[src/rtl/boot_route_pkg.sv]
package boot_route_pkg;
  localparam int REG_W   = 32;
  localparam int POS_LKD = 0;   // lock-down of destination field
  localparam int POS_NLK = 7;   // write-once neighbour lock
  localparam int POS_ERR = 9;   // error-reporting mode
  localparam int POS_DST = 10;  // 2-bit destination field
  localparam int DST_W   = 2;

  typedef enum logic [DST_W-1:0] {
    DST_RSVD = 2'b00,
    DST_SPI  = 2'b01,
    DST_PCI  = 2'b10,
    DST_LPC  = 2'b11
  } dest_e;

  typedef struct packed {
    logic spi;
    logic pci;
    logic lpc;
    logic none;
  } route_t;
endpackage

[src/rtl/brc_ctl_reg.sv]
module brc_ctl_reg
  import boot_route_pkg::*;
(
  input  logic             clk,
  input  logic             rst,
  input  logic             pwr_good,
  input  logic             strap_hi,
  input  logic             strap_lo,
  input  logic             sleep_exit,
  input  logic             wr_en,
  input  logic [REG_W-1:0] wdata,
  output dest_e            dest,
  output logic             nbr_lock,
  output logic             err_mode,
  output logic [REG_W-1:0] rd_data
);
  logic pg_q;
  logic lock_dn;
  logic pg_rise;
  logic unused_wbits;

  assign pg_rise      = pwr_good & ~pg_q;
  assign unused_wbits = ^{wdata[REG_W-1:POS_DST+DST_W], wdata[POS_ERR-1:POS_NLK+1],
                          wdata[POS_NLK-1:POS_LKD+1]};

  always_ff @(posedge clk) begin
    if (rst) begin
      pg_q     <= 1'b0;
      dest     <= DST_RSVD;
      lock_dn  <= 1'b0;
      nbr_lock <= 1'b0;
      err_mode <= 1'b0;
    end else begin
      pg_q <= pwr_good;
      if (wr_en) begin
        err_mode <= wdata[POS_ERR];
        if (wdata[POS_LKD]) lock_dn <= 1'b1;
        if (wdata[POS_NLK]) nbr_lock <= 1'b1;
        if (!lock_dn) dest <= dest_e'(wdata[POS_DST +: DST_W]);
      end
      if (pg_rise)    dest     <= dest_e'({strap_hi, strap_lo});
      if (sleep_exit) nbr_lock <= 1'b0;
    end
  end

  always_comb begin
    rd_data                    = '0;
    rd_data[POS_LKD]           = lock_dn;
    rd_data[POS_NLK]           = nbr_lock;
    rd_data[POS_ERR]           = err_mode;
    rd_data[POS_DST +: DST_W]  = dest;
  end

  AST_LOCK_STICKY: assert property (@(posedge clk) disable iff (rst)
    lock_dn |=> lock_dn);
  AST_DEST_FROZEN: assert property (@(posedge clk) disable iff (rst)
    (lock_dn && !pg_rise) |=> $stable(dest));
  AST_SLEEP_CLEARS: assert property (@(posedge clk) disable iff (rst)
    sleep_exit |=> !nbr_lock);
endmodule

[src/rtl/brc_nbr_bit.sv]
module brc_nbr_bit (
  input  logic clk,
  input  logic rst,
  input  logic lock,
  input  logic wr,
  input  logic wdata,
  output logic bit_q
);
  always_ff @(posedge clk) begin
    if (rst)             bit_q <= 1'b0;
    else if (wr && !lock) bit_q <= wdata;
  end

  AST_NBR_FROZEN: assert property (@(posedge clk) disable iff (rst)
    lock |=> $stable(bit_q));
endmodule

[src/rtl/brc_route.sv]
module brc_route
  import boot_route_pkg::*;
#(
  parameter int ADDR_W = 32,
  parameter int WIN_W  = 8
) (
  input  logic              clk,
  input  logic              rst,
  input  dest_e             dest,
  input  logic [ADDR_W-1:0] addr,
  input  logic              spi_en,
  input  logic              lpc_en,
  output route_t            route
);
  localparam int LOW_W = ADDR_W - WIN_W;

  logic   hit;
  logic   unused_low;
  route_t nxt;

  assign hit        = &addr[ADDR_W-1 -: WIN_W];
  assign unused_low = ^addr[LOW_W-1:0];

  always_comb begin
    nxt = '0;
    unique case (dest)
      DST_PCI:  nxt.pci = hit;
      DST_SPI:  nxt.spi = hit & spi_en;
      DST_LPC:  nxt.lpc = hit & lpc_en;
      default:  ;
    endcase
    nxt.none = ~(nxt.pci | nxt.spi | nxt.lpc);
  end

  always_ff @(posedge clk) begin
    if (rst) route <= '{spi: 1'b0, pci: 1'b0, lpc: 1'b0, none: 1'b1};
    else     route <= nxt;
  end

  AST_ROUTE_ONEHOT: assert property (@(posedge clk) disable iff (rst)
    $countones(route) == 1);
  AST_PCI_WINDOW: assert property (@(posedge clk) disable iff (rst)
    (dest == DST_PCI && hit) |=> route.pci);
  AST_RSVD_NONE: assert property (@(posedge clk) disable iff (rst)
    (dest == DST_RSVD) |=> route.none);
endmodule

[src/rtl/boot_route_ctl.sv]
module boot_route_ctl
  import boot_route_pkg::*;
#(
  parameter int ADDR_W = 32,
  parameter int WIN_W  = 8
) (
  input  logic              clk,
  input  logic              rst,
  input  logic              pwr_good,
  input  logic              strap_hi,
  input  logic              strap_lo,
  input  logic              sleep_exit,
  input  logic              cfg_wr,
  input  logic [REG_W-1:0]  cfg_wdata,
  output logic [REG_W-1:0]  cfg_rdata,
  input  logic              nbr_wr,
  input  logic              nbr_wdata,
  output logic              nbr_bit,
  output logic              err_mode,
  input  logic [ADDR_W-1:0] mem_addr,
  input  logic              spi_dec_en,
  input  logic              lpc_dec_en,
  output logic              rt_spi,
  output logic              rt_pci,
  output logic              rt_lpc,
  output logic              rt_none
);
  dest_e  dest;
  logic   nbr_lock;
  route_t route;

  brc_ctl_reg u_ctl (
    .clk(clk), .rst(rst), .pwr_good(pwr_good), .strap_hi(strap_hi),
    .strap_lo(strap_lo), .sleep_exit(sleep_exit), .wr_en(cfg_wr),
    .wdata(cfg_wdata), .dest(dest), .nbr_lock(nbr_lock),
    .err_mode(err_mode), .rd_data(cfg_rdata)
  );

  brc_nbr_bit u_nbr (
    .clk(clk), .rst(rst), .lock(nbr_lock), .wr(nbr_wr),
    .wdata(nbr_wdata), .bit_q(nbr_bit)
  );

  brc_route #(.ADDR_W(ADDR_W), .WIN_W(WIN_W)) u_route (
    .clk(clk), .rst(rst), .dest(dest), .addr(mem_addr),
    .spi_en(spi_dec_en), .lpc_en(lpc_dec_en), .route(route)
  );

  assign rt_spi  = route.spi;
  assign rt_pci  = route.pci;
  assign rt_lpc  = route.lpc;
  assign rt_none = route.none;
endmodule

[config.mk]
export PLATFORM = sky130hd
export DESIGN_NAME = boot_route_ctl
export DESIGN_NICKNAME = d
export VERILOG_FILES = /design/src/rtl/boot_route_pkg.sv /design/src/rtl/brc_ctl_reg.sv /design/src/rtl/brc_nbr_bit.sv /design/src/rtl/brc_route.sv /design/src/rtl/boot_route_ctl.sv
export SDC_FILE = /design/constraint.sdc
export NUM_CORES = 1
export LEC_CHECK = 0
export BUFFER_PORTS_ARGS = -buffer_cell sky130_fd_sc_hd__clkbuf_2
export CAP_MARGIN = 20
export CORE_MARGIN = 2
export CORE_UTILIZATION = 28
export DETAILED_ROUTE_END_ITERATION = 7
export PLACE_DENSITY = 0.95
export SLEW_MARGIN = 20
export SYNTH_ARGS = -nofsm -noshare
export SYNTH_HDL_FRONTEND = slang
export SYNTH_SLANG_ARGS = --single-unit
[constraint.sdc]
create_clock -name clk -period 2.16 [get_ports clk]
set_clock_uncertainty 0.1 [all_clocks]
set_input_delay 0.432 -clock clk [delete_from_list [all_inputs] [get_ports clk]]
set_output_delay 0.432 -clock clk [all_outputs]
set_load 0.02 [all_outputs]
==> metrics.txt, run 1 <==
largest net degree at the start of global routing 9; slowest cell on the critical path dfxtp_1; gpl congestion 0.586; Max FO, Critical Path 6; Leak 0.407 nW; Initial Utilization between 20 and 30%; crit share post-route 67.7%; Fillers 229; Hold WC Path Type in -> reg; pwr/cell area slightly above 600 nW/um^2; Setup crit end kind output pin; CTS buffer count 3; CP cell instances clkbuf_2; # diodes 0; CTS sink count 11; Critical Path Max Stage Delay 0.45 ns; Avg WL per Cell around 7.8 um; Max Slew Vio Count 0; Top Metal Used met4; Setup CP Type reg -> out; setup_tns 0 ns; WL met1 about 350 um; I/O Buffers 34; Syn-to-layout area delta 16.2%; Tot GR Track Use 7.71%; share of cells above drive strength 1 about two fifths; gr ovfl total 0; final worst-path setup slack 0.699 ns; CTS Buffer Depth 2; Die Ht roughly 52 um; count of cells resized by post-cts repair 0; die area between 2000 and 3000 um^2; synthesized instance count 72; nets 182; Power, Total around 460 uW; Synth warnings 0; global-route wire length before repair 1520 um; sequential share of the synthesized area approximately a third; Max-cap violations 0; Non-Filler Instances 134; Die Width 51.8 um; Avg Cell Area, Syn between 8 and 9 um^2; Critical Path AT 0.93 ns; 1st-iter DRT viols 1; fin crit period roughly 1.5 ns; DR WL met2 533 um; final core occ 34.0%; Clock Latency Late Sink 0.26 ns; final wirelength around 1100 um; Root Driver clkbuf_4; Row Count 17; Detail Route Antenna Nets 0; Inst Count DP 130; DRT Pass-1 Iters 2; Top Family by Delay on Critical Path flip-flops; clock-pin slew on the worst setup and hold paths 0.07 ns; final instance area about 740 um^2; DP Area 718 um^2; final hold violations 0; Via density 3.75; CP Data Required Time 1.63 ns; # setup viols final 0; metal3 WL 142 um; synth unique cells 20; H-tree levels 1; status finished, final reports clean; drc violations 0; synthesized cell area 641 um^2; hold_ws 0.234 ns; io pins ~110; Place WS 0.571 ns; DR vias approximately 500; CP Launch Type flop; core area 2190 um^2; buffers plus inverters on the worst setup path 1; cts hold-fix bufs 0; VDD IR max 0.000314 V; Achievable Freq 0.684 GHz; post-DP HPWL 871 um; RSZ-0062 raised after global routing false; CTS tree done; vias in the first global route slightly above 400; antenna violations before repair 0; synthesized flop and latch total 11; # Post-CTS Setup Buffers 0
placed cells by master (no fill, tap or decap):
| cell | count |
|---|---|
| nand2b_1 | 2 |
| nand4_1 | 1 |
| or4_4 | 1 |
| nand2_1 | 2 |
| inv_1 | 1 |
| dfxtp_1 | 11 |
| o21ai_0 | 1 |
| a21o_2 | 1 |
| nor3_1 | 1 |
| nor2_1 | 7 |
| nor3b_2 | 1 |
| nand3_1 | 1 |
| a211oi_1 | 2 |
| conb_1 | 27 |
| clkbuf_1 | 1 |
| mux2i_1 | 4 |
| clkbuf_2 | 34 |
| and2b_2 | 1 |
| clkbuf_4 | 3 |
| a21oi_1 | 2 |
| nand3b_1 | 1 |
| nor2b_1 | 1 |
cell families (layout without fill, tap and decap cells):
group	after synthesis	count (layout)	share of synthesized area (%)
muxes	4	4	6.25
other	1	27	0.585
buffers and inverters	31	39	35.7
DFF	11	11	34.4
AOI/OAI and AO/OA	6	6	6.05
and+or+nand+nor	19	19	17.0
synthesized netlist by cell type:
master,instances,share of area [%]
nand2b_1,2,2.0
a211oi_1,2,2.3
nand4_1,1,0.98
mux2i_1,4,6.3
and2b_2,1,1.4
nor2b_1,1,0.98
nor2_1,7,4.1
or4_4,1,1.8
a21o_2,1,1.4
dfxtp_1,11,34
buf_4,30,35
inv_1,1,0.59
conb_1,1,0.59
o21ai_0,1,0.78
nor3_1,1,0.78
a21oi_1,2,1.6
nor3b_2,1,2.0
nand2_1,2,1.2
nand3b_1,1,1.2
nand3_1,1,0.78
area by class of cell:
class / instances / area (um^2) / area share (%)
Clock buffer: 4 / 26.3 / 3.53
Inverter: 1 / 3.75 / 0.504
Multi-Input combinational cell: 56 / 289 / 38.8
Sequential cell: 11 / 220 / 29.6
Tap cell: 28 / 35.0 / 4.71
Timing Repair Buffer: 34 / 170 / 22.9
metal layers:
layer  vias up  track usage (%)
met5         -                0
met4         0             7.89
met3         3             1.15
met2        41             15.0
met1       215             6.16
li1        244                -
power by group:
group	internal [mW]	switching, mW	total [mW]
clock	0.0714	0.0638	0.135
combinational	0.0327	0.0740	0.107
sequential	0.211	0.00796	0.219
total	0.315	0.146	0.461
path summary, 6_finish.rpt:
kind	cells after the start	slack, ns	end	startpoint
max reg2reg	3	1.06	u_ctl.dest[0]	u_ctl.lock_dn
min reg2reg	2	0.40	u_nbr.bit_q	u_nbr.bit_q
min	2	0.23	u_ctl.nbr_lock	sleep_exit
max	1	0.70	cfg_rdata[10]	u_ctl.dest[0]
state kept, by name, indices dropped and copies added (netlist names):
name and cells:
u_ctl.dest 2, u_nbr.bit_q 1, u_ctl.lock_dn 1, u_ctl.nbr_lock 1, u_ctl.pg_q 1, u_route.route 4, u_ctl.err_mode 1
Note: power is estimated with default switching activity, not from simulation.
==> run 2: changes to the inputs <==
--- a/config.mk
+++ b/config.mk
@@ -8,9 +8,9 @@
 export BUFFER_PORTS_ARGS = -buffer_cell sky130_fd_sc_hd__clkbuf_2
 export CAP_MARGIN = 20
 export CORE_MARGIN = 2
-export CORE_UTILIZATION = 28
+export CORE_UTILIZATION = 24
 export DETAILED_ROUTE_END_ITERATION = 7
-export PLACE_DENSITY = 0.95
+export PLACE_DENSITY = 0.87
 export SLEW_MARGIN = 20
 export SYNTH_ARGS = -nofsm -noshare
 export SYNTH_HDL_FRONTEND = slang
==> constraint.sdc (replaced) <==
create_clock -name clk -period 1.2 [get_ports clk]
set_clock_uncertainty 0.1 [all_clocks]
set_input_delay 0.24 -clock clk [delete_from_list [all_inputs] [get_ports clk]]
set_output_delay 0.24 -clock clk [all_outputs]
set_load 0.02 [all_outputs]
==> run 2 against run 1 <==
Effect of this change: combinational power grew 81%; global-route usage shrank 0.86 points; utilization shrank 3.6 points; clock-buffer cell count unchanged; critical path depth unchanged; hold slack worse by 0.20 ns; final cell count grew 2.2%; routed wire length increased by 1.3%; clock power increased by 84%; total power is 82% higher; sequential power grew 80%.
==> metrics.txt, run 2 (synthesized netlist as in run 1, its figures left out) <==
core area 2500 um^2; Root Driver clkbuf_4; Max Slew Vio Count 0; Initial Utilization ~26%; max reg flops 4; CTS sink count 11; Place WS -0.132 ns; sequential share of power 47.1%; share of cells above drive strength 1 41.1%; Tot GR Track Use 6.85%; final worst-path setup slack 0.0459 ns; global-route wire length before repair 1660 um; cts hold-fix bufs 0; DRT Pass-1 Iters 4; Critical Path AT about 0.81 ns; crit share post-route 96.2%; largest net degree at the start of global routing 8; power share of the combinational group 23.1%; Clock Latency Late Sink between 0.2 and 0.3 ns; Avg WL per Cell 7.77 um; final core occ between 30% and 40%; CP cell instances buf_2; fin crit period around 1.2 ns; Syn-to-layout area delta 18.6%; Max-cap violations 0; met3 Use GR 1.40%; Setup crit end kind output pin; sw frac 31.8%; vias in the first global route 416; status finished, final reports clean; CTS buffer count 3; CP Data Required Time 0.86 ns; largest register by flop count u_route.route; Die Width between 50 and 60 um; gr ovfl total 0; M1 GR Usage under 10%; Detail Route Antenna Nets 0; Psw 266 uW; CP Launch Type flop; Top Usage Layer GRT met2; CTS tree done; Critical Path Max Stage Delay 0.38 ns; pwr/cell area 1100 nW/um^2; I/O Buffers 34; most common cell after layout, fill and taps aside clkbuf_2; Top Family by Delay on Critical Path flip-flops; CTS Buffer Depth 2; 1st-iter DRT viols 14; clock-pin slew on the worst setup and hold paths around 0.060 ns; buffers plus inverters on the worst setup path 1; Leak approximately 0.41 nW; die area just over 3000 um^2; gpl congestion 0.738; VDD IR max ~0.0005 V; final wirelength 1070 um; # setup viols final 0; Hold WC Path Type in -> reg; nets 183; most frequent cells in the layout clkbuf_2 (31), conb_1 (27), dfxtp_1 (9), nor2_1 (7), mux2i_1 (4); Row Count 18; Regs by FF count u_route.route x4, u_ctl.dest x2; antenna violations before repair 0; drc violations 0; M2 GR Usage 11.7%; slowest cell on the critical path dfxtp_4; DR vias 501; Achievable Freq roughly 0.87 GHz; clock share of power 29.7%; Die Ht 55.7 um; final hold violations 0; io pins ~110; # diodes 0; Max FO, Critical Path 6; Pint 571 uW; Via density between 3 and 4; RSZ-0062 raised after global routing false; H-tree levels 1; Setup CP Type reg -> out; post-DP HPWL about 890 um
run 2: cell count changes in the layout (fill, tap and decap cells not counted), sizes merged:
| cell | change |
|---|---|
| buf | +4 |
| clkbuf | -3 |
run 2: final timing paths:
path	startpoint	cells after the start	end	slack (ns)
setup / recovery	u_ctl.dest[0]	1	cfg_rdata[10]	0.05
hold / removal	sleep_exit	2	u_ctl.nbr_lock	0.03
setup reg to reg	u_ctl.lock_dn	3	u_ctl.dest[0]	0.11
hold reg to reg	u_ctl.dest[0]	1	u_route.route[2]	0.37
run 2: routing by layer:
metal  share of wire [%]  vias to the layer above
li1                    -                      248
met1                  33                      207
met2                  49                       42
met3                  14                        4
met4                 3.5                        0
met5                   0                        -
run 2: power groups by stage:
stage               clock (mW)  combinational, mW  sequential (mW)
floorplan                    0              0.192            0.412
global route             0.277              0.210            0.398
finish                   0.249              0.194            0.395
CTS                      0.250              0.193            0.395
detailed placement           0              0.192            0.403
global placement             0              0.190            0.401
run 2: cell type report:
type	count	area, um^2
Inverter	1	3.75
Tap cell	30	37.5
Multi-Input combinational cell	56	289
Fill cell	263	1740
Timing Repair Buffer	35	178
Clock buffer	4	26.3
Sequential cell	11	225
run 2: per-stage QoR:
stage	hold slack (ns)	instances	power (mW)	setup TNS, ns	area (um^2)
finish	0.0345	137	0.837	0	759
global route	0.0141	137	0.885	0	759
CTS	0.0353	137	0.839	0	756
detailed placement	0.315	133	0.595	-0.231	728
global placement	0.304	133	0.591	-0.187	728
floorplan	0.212	98	0.604	-0.0208	738
run 2: repair_timing:
item,CTS,global route
hold endpoints to repair,0,0
gates resized for setup,1,5
buffers inserted,0,0
setup endpoints to repair,1,4
